==> src/rtl/nic_ctl_pkg.sv <==
package nic_ctl_pkg;
  localparam int DATA_W = 32;
  localparam int BE_W   = DATA_W / 8;
  localparam int CU_W   = 4;
  localparam int RU_W   = 3;
  localparam int EVT_W  = 8;

  // opcode codes that may enter the slots (code 0 never does)
  localparam logic [(1<<CU_W)-1:0] CU_LEGAL = 16'h00F6;
  localparam logic [(1<<RU_W)-1:0] RU_LEGAL = 8'hD6;
  // status high byte: bit 1 (status bit 9) is reserved
  localparam logic [EVT_W-1:0] EVT_LIVE = 8'hFD;
  localparam int EVT_SWI = 2;

  // word 0 field positions
  localparam int POS_EVT  = 8;
  localparam int POS_RU   = 16;
  localparam int POS_CU   = 20;
  localparam int POS_MASK = 24;
  localparam int POS_SWI  = 25;
endpackage

==> src/rtl/nic_bus_dec.sv <==
module nic_bus_dec
  import nic_ctl_pkg::*;
#(
  parameter int AW = 5
) (
  input  logic [AW-1:0]     addr_i,
  input  logic              we_i,
  input  logic [DATA_W-1:0] word0_i,
  input  logic [DATA_W-1:0] word1_i,
  output logic              w0_we_o,
  output logic              w1_we_o,
  output logic [DATA_W-1:0] rdata_o
);
  localparam int IDX_W = AW - 2;

  logic [IDX_W-1:0] idx;
  logic sel0, sel1;
  logic unused_lsb;

  assign idx        = addr_i[AW-1:2];
  assign unused_lsb = ^addr_i[1:0];
  assign sel0       = (idx == IDX_W'(0));
  assign sel1       = (idx == IDX_W'(1));
  assign w0_we_o    = we_i && sel0;
  assign w1_we_o    = we_i && sel1;

  always_comb begin
    rdata_o = '0;
    if (sel0)      rdata_o = word0_i;
    else if (sel1) rdata_o = word1_i;
  end
endmodule

==> src/rtl/nic_evt_bank.sv <==
module nic_evt_bank #(
  parameter int          N    = 8,
  parameter logic [N-1:0] LIVE = '1
) (
  input  logic         clk_i,
  input  logic         rst_ni,
  input  logic [N-1:0] set_i,
  input  logic [N-1:0] clr_i,
  output logic [N-1:0] q_o
);
  for (genvar i = 0; i < N; i++) begin : g_bit
    if (LIVE[i]) begin : g_live
      logic q;
      always_ff @(posedge clk_i or negedge rst_ni) begin
        if (!rst_ni)       q <= 1'b0;
        else if (set_i[i]) q <= 1'b1;  // set wins over clear
        else if (clr_i[i]) q <= 1'b0;
      end
      assign q_o[i] = q;
    end else begin : g_tie
      logic unused_in;
      assign unused_in = set_i[i] ^ clr_i[i];
      assign q_o[i]    = 1'b0;
    end
  end
endmodule

==> src/rtl/nic_opc_slot.sv <==
module nic_opc_slot #(
  parameter int                 W     = 4,
  parameter int                 PW    = 32,
  parameter logic [(1<<W)-1:0]  LEGAL = '0
) (
  input  logic          clk_i,
  input  logic          rst_ni,
  input  logic          wr_i,
  input  logic [W-1:0]  code_i,
  input  logic [PW-1:0] ptr_i,
  input  logic          accept_i,
  output logic [W-1:0]  code_o,
  output logic [PW-1:0] ptr_o
);
  logic [W-1:0]  code_q;
  logic [PW-1:0] ptr_q;
  logic take, load;

  assign take = accept_i && (code_q != '0);
  assign load = wr_i && LEGAL[code_i];

  always_ff @(posedge clk_i or negedge rst_ni) begin
    if (!rst_ni) begin
      code_q <= '0;
      ptr_q  <= '0;
    end else begin
      if (take) begin
        code_q <= '0;
        ptr_q  <= ptr_i;
      end
      if (load) code_q <= code_i;  // fresh write stays pending
    end
  end

  assign code_o = code_q;
  assign ptr_o  = ptr_q;
endmodule

==> src/rtl/nic_ctl_regs.sv <==
module nic_ctl_regs
  import nic_ctl_pkg::*;
#(
  parameter int AW = 5
) (
  input  logic              clk_i,
  input  logic              rst_ni,
  input  logic [AW-1:0]     bus_addr_i,
  input  logic              bus_we_i,
  input  logic [BE_W-1:0]   bus_be_i,
  input  logic [DATA_W-1:0] bus_wdata_i,
  output logic [DATA_W-1:0] bus_rdata_o,
  input  logic [EVT_W-1:0]  evt_set_i,
  input  logic [1:0]        cu_state_i,
  input  logic [3:0]        ru_state_i,
  output logic [CU_W-1:0]   cu_cmd_o,
  output logic [DATA_W-1:0] cu_ptr_o,
  input  logic              cu_accept_i,
  output logic [RU_W-1:0]   ru_cmd_o,
  output logic [DATA_W-1:0] ru_ptr_o,
  input  logic              ru_accept_i,
  output logic              irq_o
);
  logic              w0_we, w1_we, cmd_wr, ctl_wr, ack_wr, swi_set;
  logic [DATA_W-1:0] word0, word1, ptr_q;
  logic [EVT_W-1:0]  evt_q, evt_set, evt_clr;
  logic              mask_q, swi_q;
  logic              unused_wd;

  nic_bus_dec #(.AW(AW)) u_dec (
    .addr_i (bus_addr_i),
    .we_i   (bus_we_i),
    .word0_i(word0),
    .word1_i(word1),
    .w0_we_o(w0_we),
    .w1_we_o(w1_we),
    .rdata_o(bus_rdata_o)
  );

  assign ack_wr  = w0_we && bus_be_i[1];
  assign cmd_wr  = w0_we && bus_be_i[2];
  assign ctl_wr  = w0_we && bus_be_i[3];
  assign swi_set = ctl_wr && bus_wdata_i[POS_SWI];

  // pointer register, per byte lane
  for (genvar b = 0; b < BE_W; b++) begin : g_ptr
    always_ff @(posedge clk_i or negedge rst_ni) begin
      if (!rst_ni)                  ptr_q[8*b +: 8] <= '0;
      else if (w1_we && bus_be_i[b]) ptr_q[8*b +: 8] <= bus_wdata_i[8*b +: 8];
    end
  end

  nic_opc_slot #(.W(CU_W), .PW(DATA_W), .LEGAL(CU_LEGAL)) u_cu_slot (
    .clk_i   (clk_i),
    .rst_ni  (rst_ni),
    .wr_i    (cmd_wr),
    .code_i  (bus_wdata_i[POS_CU +: CU_W]),
    .ptr_i   (ptr_q),
    .accept_i(cu_accept_i),
    .code_o  (cu_cmd_o),
    .ptr_o   (cu_ptr_o)
  );

  nic_opc_slot #(.W(RU_W), .PW(DATA_W), .LEGAL(RU_LEGAL)) u_ru_slot (
    .clk_i   (clk_i),
    .rst_ni  (rst_ni),
    .wr_i    (cmd_wr),
    .code_i  (bus_wdata_i[POS_RU +: RU_W]),
    .ptr_i   (ptr_q),
    .accept_i(ru_accept_i),
    .code_o  (ru_cmd_o),
    .ptr_o   (ru_ptr_o)
  );

  always_comb begin
    evt_set = evt_set_i;
    evt_set[EVT_SWI] = evt_set_i[EVT_SWI] | swi_set;
    evt_clr = ack_wr ? bus_wdata_i[POS_EVT +: EVT_W] : '0;
  end

  nic_evt_bank #(.N(EVT_W), .LIVE(EVT_LIVE)) u_evt (
    .clk_i (clk_i),
    .rst_ni(rst_ni),
    .set_i (evt_set),
    .clr_i (evt_clr),
    .q_o   (evt_q)
  );

  always_ff @(posedge clk_i or negedge rst_ni) begin
    if (!rst_ni) begin
      mask_q <= 1'b0;
      swi_q  <= 1'b0;
    end else if (ctl_wr) begin
      mask_q <= bus_wdata_i[POS_MASK];
      swi_q  <= bus_wdata_i[POS_SWI];
    end
  end

  assign irq_o = ((|evt_q) && !mask_q) || swi_q;

  assign word0 = {6'b0, swi_q, mask_q,
                  cu_cmd_o, 1'b0, ru_cmd_o,
                  evt_q,
                  cu_state_i, ru_state_i, 2'b00};
  assign word1 = ptr_q;

  assign unused_wd = ^{bus_wdata_i[31:26], bus_wdata_i[19], bus_wdata_i[7:0]};
endmodule

==> config.mk <==
export PLATFORM = sky130hd
export DESIGN_NAME = nic_ctl_regs
export DESIGN_NICKNAME = d
export VERILOG_FILES = /design/src/rtl/nic_ctl_pkg.sv /design/src/rtl/nic_bus_dec.sv /design/src/rtl/nic_evt_bank.sv /design/src/rtl/nic_opc_slot.sv /design/src/rtl/nic_ctl_regs.sv
export SDC_FILE = /design/constraint.sdc
export NUM_CORES = 1
export LEC_CHECK = 0
export BUFFER_PORTS_ARGS = -buffer_cell sky130_fd_sc_hd__buf_2
export CAP_MARGIN = 10
export CORE_MARGIN = 10
export CORE_UTILIZATION = 54
export DETAILED_ROUTE_END_ITERATION = 16
export GPL_ROUTABILITY_DRIVEN = 0
export GPL_TIMING_DRIVEN = 0
export PLACE_DENSITY = 0.85
export SLEW_MARGIN = 10
export SYNTH_ARGS = -nofsm -noshare
export SYNTH_HDL_FRONTEND = slang
export SYNTH_SLANG_ARGS = --single-unit
==> constraint.sdc <==
create_clock -name clk_i -period 2.8 [get_ports clk_i]
set_clock_uncertainty 0.1 [all_clocks]
set_input_delay 0.56 -clock clk_i [delete_from_list [all_inputs] [get_ports clk_i]]
set_output_delay 0.56 -clock clk_i [all_outputs]
set_load 0.01 [all_outputs]
## After elaboration in Yosys (flattened, before gate mapping)

Memory sizes are Yosys's and may differ from the RTL's.
Index checks and enable logic that the tools add are counted.

| word-level totals | value |
|---|---|
| logic and storage cells | 76 |
| bits in read-only memories | 24 |
| memories | 2 |
| memory bits (writable) | 0 |
| register bits after elaboration | 112 |
| bits of input ports | 60 |
| latch bits | 0 |
| output and inout port bits | 104 |

Memories:

| name | words | width | rd ports | clocked after Yosys merged registers in | wr ports | RTL line | source |
|---|---|---|---|---|---|---|---|
| (no name shown) | 16 | 1 | 1 | 0 | 0 | nic_opc_slot.sv:20 | `assign load = wr_i && LEGAL[code_i];` |
| (no name shown) | 8 | 1 | 1 | 0 | 0 | nic_opc_slot.sv:20 |  |

| operators by class | value |
|---|---|
| reduce and logical (&&, ||, !) cells | 30 |
| bitwise gates (word level) | 1 |
| equality and inequality tests | 1 |
| muxes and demuxes | 23 |
| shifts and indexed selects | 0 |
| add/sub/neg operators | 0 |
| order comparisons | 2 |
| multiply operators | 0 |
| divide/modulo/power cells | 0 |

Operator list:

| cell | number |
|---|---|
| $mux W32 | 2 |
| $reduce_bool A2 Y1 | 9 |
| $mux W1 | 16 |
| $logic_and A1 B1 Y1 | 15 |
| $mux W4 | 2 |
| $mux W8 | 1 |
| $reduce_or A7 Y1 | 1 |
| $mux W3 | 2 |
| $lt A4 B5 Y1 const B | 1 |
| $lt A3 B4 Y1 const B | 1 |
| $reduce_bool A4 Y1 | 1 |
| $eq A3 B1 Y1 const B | 1 |
| $logic_not A3 Y1 | 1 |
| $reduce_bool A3 Y1 | 1 |
| $logic_not A1 Y1 | 1 |
| $logic_or A1 B1 Y1 | 1 |
| $or A1 B1 Y1 | 1 |

## Logic depth before layout (Yosys ltp)

| logic depth | value |
|---|---|
| depth after elaboration | 6 |
| mapped depth | 6 |
| gate-level depth less buffers | 6 |

## Cells and area by module

A second synthesis with hierarchy kept.

| second synthesis, totals | value |
|---|---|
| cells, all modules | 370 |
| area, all modules | 5066.1 µm² |

Modules (own cells, without submodules):

| module | area an instance (µm²) | sequential area each (µm²) | instances | cells each |
|---|---|---|---|---|
| nic_opc_slot at u_cu_slot | 1437.6 | 900.9 | 1 | 92 |
| nic_opc_slot at u_ru_slot | 1382.6 | 875.8 | 1 | 84 |
| nic_ctl_regs | 1358.8 | 850.8 | 1 | 89 |
| nic_bus_dec | 569.3 | 0.0 | 1 | 75 |
| nic_evt_bank | 317.8 | 175.2 | 1 | 30 |

## Least setup slack after synthesis

OpenSTA, ideal clock, no wires.

| path | value |
|---|---|
| path type | input to output |
| from | input bus_addr_i[2] |
| to | output bus_rdata_o[10] |
| required time | 2.140 ns |
| stages on the path | 4 |
| buffers on the path | 1 |
| setup slack | 0.714 ns |
| arrival time | 1.426 ns |
| cells stage by stage | nor2b_1 -> nor2b_1 -> buf_2 -> a22o_1 |

| between the ends | value |
|---|---|
| word-level cells in the longest chain between the ends | 3 |
| elaborated cells on any way between the ends | 4 |
| classes of those cells | eq/ne: 1; mux: 2; reduce/logical: 1 |

Ends and longest elaborated chain:

| element | RTL line | source |
|---|---|---|
| start: declaration | nic_ctl_regs.sv:8 | `input logic [AW-1:0] bus_addr_i,` |
| $eq A3 B1 Y1 | nic_bus_dec.sv:23 | `assign sel1 = (idx == IDX_W'(1));` |
| $mux W32 | nic_bus_dec.sv:30 | `else if (sel1) rdata_o = word1_i;` |
| $mux W32 * | nic_bus_dec.sv:29 | `if (sel0) rdata_o = word0_i;` |
| end: declaration | nic_ctl_regs.sv:12 | `output logic [DATA_W-1:0] bus_rdata_o,` |

Mark *: on every way between the ends. The rest lies on a longest branch, timed or not.

## Final worst setup path

| path | value |
|---|---|
| from | input bus_addr_i[3] |
| to | output bus_rdata_o[10] |

Same word-level chain as after synthesis.

==> impl_metrics.yaml <==
yosys:
  synth_top_cell_area_share_pct: 59.9
  syn_nets: 379
  syn_avg_cell_area_um2: 14.7
  syn_area_mm2: 0.00468
  yosys-top-cells-area: "dfrtp_1 60%, mux2_2 23%, a22o_1 4.1%, and2_1 1.3%, nor2b_1 1.1%"
  ys_warn_count: 0
  ys_seq_elements: 112
  synth-seq-area-share_pct: 59.9
  synthDistinctLibCells: 34
  yosysTopAreaCell: "dfrtp_1"
  synthCells: 318
worst_setup_path:
  crit_start: "bus_addr_i[3]"
  worstSetupEndpointType: "output port"
  crit_path_top_delay_cell: "clkbuf_1"
  worstSetupPathDepth: 5
  critPathRequiredTime_ns: 2.14
  crit_family: "buffers and inverters"
  arrival_ns: 2.00
  cp_slowest_stage_delay_ns: 0.51
  r2r_cells: 3
  startpoint_type: "primary input"
  path_max_fanout: 10
  worst-r2r-setup-slack_ns: 0.77
  path_cells: "buf_2, nor3_1, clkbuf_1, a22o_1, buf_2"
  criticalPathCategory: "in -> out"
  path_buf_inv: 3
  r2r_start: "u_ru_slot.code_o[2]"
  path_common_cell: "buf_2"
  worstSetupEndpoint: "bus_rdata_o[10]"
  r2r_end: "u_ru_slot.ptr_o[17]"
global_routing:
  grt_start_max_net_pins: 77
  grt_pass1_wl_mm: 19.9
  overflow: 0
  antenna_found_initial: 1
  grt_pass1_vias: 3578
  track_usage_pct: 19.6
drt:
  vias: 3288
  ant_nets: 0
  routed_wl_mm: 12.7
  via_per_inst: 5.47
  detail_route.iter0.violations: 170
  dr.pass1.iters: 4
  wl_per_cell_um: 21.2
  drc: 0
sta:
  tns_ns: 0
  period_needed_ns: 2.66
  maxSlewViolCount: 0
  worst_pin_slew_ns: 0.776
  hold_ws_ns: 0.275
  rsz0062_at_grt: "false"
  fmax_mhz: 375
  max_slew_margin_pct: 48.0
  setup_viol: 0
  hold_viol: 0
  timing.final.crit_share_pct: 95.2
clock_network:
  numClockSinks: 112
  cts_inserted_buffers: 9
  htree_levels: 3
  cts.clk_slew.worst_paths_ns: 0.10
  cts_tree: "built"
  insertion_delay_ns: 0.37
  clockBufferDepth: 2
  cts_root_buf: "clkbuf_8"
placed_design:
  portBuffers: 160
  dp_hpwl_mm: 9.83
cells_and_area:
  syn_to_final_growth_pct: 24.8
  final_core_util_pct: 70.0
  layout.nets: 552
  drive_above_1_share_pct: 58.4
  multi_input_area_mm2: 0.00177
  fill_cells: 631
  ff_latch_area_mm2: 0.00280
floorplan:
  coreArea_mm2: 0.00834
  die_x_um: 113
  placementRows: 33
  die-area_mm2: 0.0128
  die_h_um: 113
  pin_count: 164
  start_util_pct: 56.1
pwr:
  switching_share_pct: 31.1
  p_leak_nw: 3.10
  max-vdd-ir-drop_uv: 474
  pwr_density_cell_mw_per_mm2: 736
  p_comb_share_pct: 26.5
  p_seq_share_pct: 53.5
  clockPowerShare_pct: 20.0
  p_switching_mw: 1.34
  intPower_mw: 2.96
hold_path:
  hold_path.class: "in -> reg"
  min_delay_path_depth: 2
flow_run:
  drv_cap: 0
status:
  status: "complete, no violations"
Yosys cell counts:
master,n
o21ai_0,3
buf_4,3
o21bai_1,1
nor3b_1,1
o2bb2ai_1,1
inv_1,2
buf_2,7
nand2b_1,3
nor2b_1,8
a21oi_1,1
a22oi_1,2
a22o_1,22
nor3_1,1
mux2_2,95
or4_1,1
and2_1,10
buf_6,3
o41ai_4,1
o31ai_2,1
a21o_1,6
o22ai_1,2
mux2_1,4
nand3_1,2
dfrtp_1,112
a221o_1,1
nor2_1,1
nand2_1,9
xnor2_1,1
and3_1,5
nand4b_1,1
mux2i_1,3
clkbuf_1,3
ha_1,1
nor4_1,1
worst min path at each step:
stage	start	to	slack (ns)
floorplan	rst_ni	mask_q	0.16
global placement	u_cu_slot.ptr_o[19]	u_cu_slot.ptr_o[19]	0.37
detailed placement	rst_ni	u_ru_slot.ptr_o[21]	0.38
CTS	evt_set_i[0]	u_evt.g_bit[0].g_live.q	0.26
global route	evt_set_i[5]	u_evt.g_bit[5].g_live.q	0.26
finish	evt_set_i[5]	u_evt.g_bit[5].g_live.q	0.28
sequential cells by signal, summed over array words and instances (netlist names):
signal	cells
ptr_q	32
mask_q	1
swi_q	1
u_cu_slot.ptr_o	32
u_cu_slot.code_o	4
u_evt.g_bit.g_live.q	7
u_ru_slot.code_o	3
u_ru_slot.ptr_o	32
routing by layer:
metal | track usage (%) | up-vias | share of wire, %
li1 | - | 1498 | -
met1 | 22.7 | 1668 | 39
met2 | 34.2 | 110 | 53
met3 | 5.92 | 12 | 6.8
met4 | 6.01 | 0 | 1.3
met5 | 0 | - | 0
layout make-up:
cell class / instances / area share, %
diodes: 1 / 0.0429
inverters: 2 / 0.129
repair buffers: 162 / 14.5
plain buffers: 16 / 1.80
flip-flops and latches: 112 / 48.0
well taps: 105 / 2.25
clock inverters: 6 / 0.815
clock buffers: 9 / 2.12
multi-input cells: 188 / 30.3
logic make-up (layout without fill, tap and decap cells):
group / after synthesis / count (layout) / share of synthesized area [%]
xor+xnor: 1 / 1 / 0.187
fa+ha+maj: 1 / 1 / 0.268
simple gates: 43 / 43 / 5.24
mux: 102 / 102 / 24.5
other cells: 0 / 1 / 0
buf+inv: 18 / 195 / 2.35
flops: 112 / 112 / 59.9
compound gates: 41 / 41 / 7.52
metrics by stage:
stage	area, um2	cells	setup WS (ns)	power, mW
global route	5830	601	0.0117	4.53
detailed placement	5640	584	0.0655	3.50
finish	5830	601	0.136	4.29
global placement	5610	583	-0.130	3.41
CTS	5820	600	0.0617	4.34
floorplan	4680	318	0.714	2.88
power groups by stage:
stage	Combinational [mW]	Clock [mW]	Sequential, mW
floorplan	0.449	0	2.43
global placement	1.12	0	2.29
detailed placement	1.16	0	2.34
CTS	1.17	0.873	2.30
global route	1.24	0.942	2.36
finish	1.14	0.857	2.30
placed cells by master (no fill, tap or decap), drive strengths merged, types with 4 or more instances in the layout:
cell      count
a21o          6
a22o         22
and2         10
and3          5
buf         174
clkbuf       12
clkinvlp      4
dfrtp       112
mux2         99
nand2         9
nor2b         8
what timing repair did:
action                     in CTS  in global routing
hold buffers                    1                  0
buffers inserted                0                  0
hold endpoints to repair       29                  0
gates resized for setup         0                  5
setup endpoints to repair       0                 12
(Power assumes the default switching activity.)
